**config.mk**
```make
export PLATFORM = sky130hd
export DESIGN_NAME = bcdg_counter
export DESIGN_NICKNAME = d
export VERILOG_FILES = /design/src/rtl/bcdg_pkg.sv /design/src/rtl/bcdg_trigger.sv /design/src/rtl/bcdg_lsb.sv /design/src/rtl/bcdg_upper.sv /design/src/rtl/bcdg_counter.sv
export SDC_FILE = /design/constraint.sdc
export NUM_CORES = 1
export LEC_CHECK = 0
export ABC_CLOCK_PERIOD_IN_PS = 1000
export BUFFER_PORTS_ARGS = -buffer_cell sky130_fd_sc_hd__buf_4
export CAP_MARGIN = 20
export CORE_AREA = 3 3 40 42
export DETAILED_ROUTE_END_ITERATION = 6
export DIE_AREA = 0 0 43 45
export PLACE_DENSITY = 0.44
export SETUP_SLACK_MARGIN = 0.5
export SYNTH_ARGS = -nofsm -noshare
export SYNTH_HDL_FRONTEND = slang
export SYNTH_SLANG_ARGS = --single-unit
```
**constraint.sdc**
```tcl
create_clock -name clk -period 1 [get_ports clk]
set_input_delay 0 -clock clk [delete_from_list [all_inputs] [get_ports clk]]
set_output_delay 0 -clock clk [all_outputs]
set_load 0.02 [all_outputs]
```
**src/rtl/bcdg_pkg.sv**
```systemverilog
package bcdg_pkg;
   localparam int unsigned DIGIT_BITS = 4;
   localparam int unsigned DIGIT_LAST = 9;

   typedef logic [DIGIT_BITS-1:0] digit_t;

   typedef enum logic {
      NEXT_REDUCED = 1'b0,
      NEXT_FULL    = 1'b1
   } next_style_e;
endpackage

```
**src/rtl/bcdg_trigger.sv**
```systemverilog
module bcdg_trigger #(
   parameter bcdg_pkg::next_style_e NEXT_STYLE = bcdg_pkg::NEXT_REDUCED,
   parameter int unsigned           DIGIT_W    = 4
) (
   input  logic               clk,
   input  logic               rst,
   input  logic               cnt_en,
   input  logic               lsb,
   output logic [DIGIT_W-1:0] trig
);
   logic adv;
   assign adv = cnt_en & ~rst;

   for (genvar b = 0; b < DIGIT_W; b++) begin : g_bit
      if (b == 0) begin : g_lsb
         assign trig[b] = adv;
      end else if (NEXT_STYLE == bcdg_pkg::NEXT_REDUCED) begin : g_gated
         // derived trigger: propagate term is bit 0, generate term is 0
         assign trig[b] = adv & lsb;
      end else begin : g_free
         assign trig[b] = adv;
      end
   end

   if (NEXT_STYLE == bcdg_pkg::NEXT_REDUCED) begin : g_chk
      p_gated_only_odd_r6 : assert property (@(negedge clk) disable iff (rst)
         trig[DIGIT_W-1] |-> lsb);
   end
endmodule

```
**src/rtl/bcdg_lsb.sv**
```systemverilog
module bcdg_lsb (
   input  logic clk,
   input  logic rst,
   input  logic trig,
   output logic q
);
   always_ff @(negedge clk) begin
      if (rst)       q <= 1'b0;
      else if (trig) q <= ~q;
   end

   p_lsb_toggles_r4 : assert property (@(negedge clk) disable iff (rst)
      trig |=> (q != $past(q)));
endmodule

```
**src/rtl/bcdg_upper.sv**
```systemverilog
module bcdg_upper #(
   parameter bcdg_pkg::next_style_e NEXT_STYLE = bcdg_pkg::NEXT_REDUCED,
   parameter int unsigned           DIGIT_W    = 4
) (
   input  logic               clk,
   input  logic               rst,
   input  logic               lsb,
   input  logic [DIGIT_W-2:0] trig,
   output logic [DIGIT_W-2:0] q
);
   localparam int unsigned UP_W = DIGIT_W - 1;

   logic [UP_W-1:0] nxt;

   if (NEXT_STYLE == bcdg_pkg::NEXT_REDUCED) begin : g_reduced
      // valid only when lsb is 1; q[0]=bit1, q[1]=bit2, q[2]=bit3
      assign nxt[0] = ~q[2] & ~q[0];
      assign nxt[1] = q[1] ^ q[0];
      assign nxt[2] = q[1] & q[0];
   end else begin : g_full
      logic [DIGIT_W-1:0] cur;
      logic [DIGIT_W-1:0] inc;
      assign cur = {q, lsb};
      assign inc = (cur == DIGIT_W'(bcdg_pkg::DIGIT_LAST)) ? '0 : cur + 1'b1;
      assign nxt = inc[DIGIT_W-1:1];
   end

   for (genvar k = 0; k < UP_W; k++) begin : g_ff
      always_ff @(negedge clk) begin
         if (rst)          q[k] <= 1'b0;
         else if (trig[k]) q[k] <= nxt[k];
      end
   end

   p_upper_hold_r5 : assert property (@(negedge clk) disable iff (rst)
      (!lsb) |=> (q == $past(q)));
endmodule

```
**src/rtl/bcdg_counter.sv**
```systemverilog
module bcdg_counter #(
   parameter bcdg_pkg::next_style_e NEXT_STYLE = bcdg_pkg::NEXT_REDUCED,
   parameter int unsigned           DIGIT_W    = bcdg_pkg::DIGIT_BITS
) (
   input  logic               clk,
   input  logic               rst,
   input  logic               cnt_en,
   output logic [DIGIT_W-1:0] count,
   output logic [DIGIT_W-1:0] upd_strobe
);
   localparam int unsigned UP_W = DIGIT_W - 1;

   if (DIGIT_W != bcdg_pkg::DIGIT_BITS) begin : g_bad_width
      $error("bcdg_counter: DIGIT_W must be 4");
   end

   logic               lsb_q;
   logic [UP_W-1:0]    up_q;
   logic [DIGIT_W-1:0] trig;

   bcdg_trigger #(.NEXT_STYLE(NEXT_STYLE), .DIGIT_W(DIGIT_W)) u_trig (
      .clk(clk), .rst(rst), .cnt_en(cnt_en), .lsb(lsb_q), .trig(trig));

   bcdg_lsb u_lsb (.clk(clk), .rst(rst), .trig(trig[0]), .q(lsb_q));

   bcdg_upper #(.NEXT_STYLE(NEXT_STYLE), .DIGIT_W(DIGIT_W)) u_up (
      .clk(clk), .rst(rst), .lsb(lsb_q), .trig(trig[DIGIT_W-1:1]), .q(up_q));

   assign count      = {up_q, lsb_q};
   assign upd_strobe = trig;

   p_reset_clears_r2 : assert property (@(negedge clk)
      rst |=> (count == '0));
   p_wrap_r3 : assert property (@(negedge clk) disable iff (rst)
      (cnt_en && count == DIGIT_W'(bcdg_pkg::DIGIT_LAST)) |=> (count == '0));
   p_hold_r7 : assert property (@(negedge clk) disable iff (rst)
      (!cnt_en) |=> $stable(count));
   p_range_r9 : assert property (@(negedge clk) disable iff (rst)
      $past(rst) |-> (count <= DIGIT_W'(bcdg_pkg::DIGIT_LAST)));
endmodule

```
==> summary.txt <==
Status
  – Status: complete, but fails checks
  – Failing checks: setup timing

Placement
  – Routability Congestion: 0.703
  – Cell count after placement: 47
  – PortBufs: 10

Synth
  – Netlist Area Pre-Place: between 200 and 250 um2
  – Synthesized flop and latch total: 4
  – Post-Syn Area per Cell: 9.66 um2
  – Yosys warnings: 0
  – Post-synth cell types: 14
  – Part of the Yosys area used for sequential elements: approximately a third
  – Cells after Synth: 25
  – Synthesized Nets: 29

Floorplan
  – Initial Utilization: 18.8%
  – IO Count: 11
  – Row Count: 13
  – Die area: about 1900 um2
  – Die Span Y: between 40 and 50 um
  – Die W: roughly 43 um
  – Core Area: between 1000 and 1500 um2

Global routing
  – Initial antenna violation count: 0
  – First-pass GRT wire length: ~1000 um
  – All-layer global routing usage: 7.82%
  – GRT Residual Overflow: 0
  – Vias in the first global route: 263
  – Largest net degree at the start of global routing: 9

Worst setup path
  – WP data arrival: around 1.4 ns
  – Critical path required time: 1.00 ns
  – Worst Path Max Fanout: 3
  – Critical setup path kind: reg2out
  – Critical path endpoint category: output port
  – Worst Setup Start Kind: flop
  – Reg2Reg Setup Slack: -0.05 ns

Timing
  – Headroom to the max-slew limit: 92.4%
  – Slew @ Worst Pin: about 0.11 ns
  – Post-route setup slack: -0.385 ns
  – RSZ-0062 raised after global routing: true
  – Max Slew Vio Count: 0
  – Setup TNS: -2.30 ns
  – Layout Skew: about 0.0065 ns
  – Final Hold Viols: 0
  – Final setup violation count: 8

Detailed routing
  – Residual DRC: 0
  – DRT Pass-1 Iters: 2
  – DRT iter0 DRCs: 3
  – Via density per instance: about 4
  – Drt total wl: ~630 um
  – Post-route ant nets: 0
  – WL/cell: roughly 11 um
  – Vias: 240

Finish
  – Most frequent cells in the layout: buf_6 (11), buf_4 (7), inv_1 (4)
  – Layout cell share with drive strength beyond 1: 75.0%
  – Fill cells: 137
  – Commonest non-fill, non-tap cell in the layout: buf_6
  – Final Non-Filler Cells: a little under 60
  – Antenna diodes: 0
  – Layout Nets: 50
  – Area delta synth->final: 104%

Clock tree
  – Clock latency on the worst-skew pair: 0.29 ns
  – Clk slew on worst S/H paths: roughly 0.03 ns
  – TritonCTS clock tree: built
  – CTS Root Cell: clkbuf_4
  – Longest Clk Path Bufs: 2
  – # hold bufs at CTS: 0
  – Clock sinks: 4
  – H-tree Lvls: 1
  – Total CTS buffers: 3

Power and ir drop
  – Peak VDD IR: between 0.4 and 0.5 mV
  – Pwr per Cell Area: 1210 nW/um2
  – P_leak: ~0.23 nW

Min path
  – HP Class: in2out

Job
  – Maxcap violations: 0
-- per-layer routing --
metal | up-vias | wire length, um | GRT usage, %
met5 | - | 0 | 0
met4 | 0 | 0 | 8.43
met3 | 0 | 50 | 6.37
met2 | 10 | 324 | 11.1
met1 | 111 | 254 | 6.49
li1 | 119 | - | -
-- path summary, 6_finish.rpt --
check,from,to,cells past startpoint
max,u_lsb.q$_SDFFE_NP0P_,upd_strobe[2],2
min,rst,upd_strobe[0],3
max reg2reg,u_up.q[0]$_SDFFE_NP0P_,u_up.q[1]$_SDFFE_NP0P_,5
min reg2reg,u_up.q[1]$_SDFFE_NP0P_,u_up.q[1]$_SDFFE_NP0P_,2
-- power by group --
part | internal [mW] | switching [mW] | total (mW)
registers | 0.164 | 0.00634 | 0.171
clock network | 0.157 | 0.103 | 0.260
logic | 0.0962 | 0.0675 | 0.164
total | 0.417 | 0.177 | 0.594
-- logic make-up after synthesis --
logic type               Yosys count  share of synthesized area [%]
flip-flops                         4                           33.2
adder cells (fa/ha/maj)            1                           5.18
XOR/XNOR                           1                           3.63
buffers and inverters              7                           20.7
AND/OR/NAND/NOR                    6                           18.7
AO/OA/AOI/OAI                      6                           18.7
-- sequential cells by signal, summed over array words and instances (netlist names) --
signal and cells:
u_up.q 3, u_lsb.q 1
-- critical path, stage by stage, from the launching register on --
cell and delay, ns:
dfxtp_2 0.32, and2_4 0.16, buf_6 0.11
-- Yosys cell counts --
| cell | n | area (um2) |
|---|---|---|
| nand3_1 | 2 | 10.0 |
| ha_1 | 1 | 12.5 |
| buf_2 | 1 | 5.00 |
| xnor2_1 | 1 | 8.76 |
| buf_4 | 4 | 30.0 |
| inv_1 | 1 | 3.75 |
| nor2_1 | 1 | 3.75 |
| and2_1 | 1 | 6.26 |
| nor2b_4 | 1 | 13.8 |
| buf_6 | 1 | 11.3 |
| a21bo_1 | 3 | 30.0 |
| dfxtp_1 | 4 | 80.1 |
| nand4bb_1 | 1 | 11.3 |
| a21oi_1 | 3 | 15.0 |
-- final cells by class --
class | instances | area, um2 | area share (%)
Clock inverter | 4 | 15.0 | 3.05
Tap cell | 15 | 18.8 | 3.81
Sequential cell | 4 | 92.6 | 18.8
Timing Repair Buffer | 19 | 196 | 39.8
Clock buffer | 3 | 22.5 | 4.57
Multi-Input combinational cell | 14 | 148 | 29.9
-- metrics by stage --
stage	util, %	area (um2)	total power [mW]	setup slack (ns)	hold WS, ns
2_1_floorplan	-	274	0.284	-0.233	0.158
3_3_place_gp	25.4	327	0.305	-0.0998	0.313
3_5_place_dp	25.4	327	0.306	-0.110	0.317
4_1_cts	35.0	449	0.593	-0.403	0.293
5_1_grt	38.4	493	0.651	-0.440	0.309
6_report	38.4	493	0.594	-0.385	0.296
-- repair_timing --
| action | in CTS | in global routing |
|---|---|---|
| hold endpoints to repair | 0 | 0 |
| setup buffers | 3 | 3 |
| pin swaps | 6 | 4 |
| setup endpoints to repair | 12 | 12 |
| resized for setup | 14 | 5 |
No activity file was read; power rests on OpenSTA's default activity.
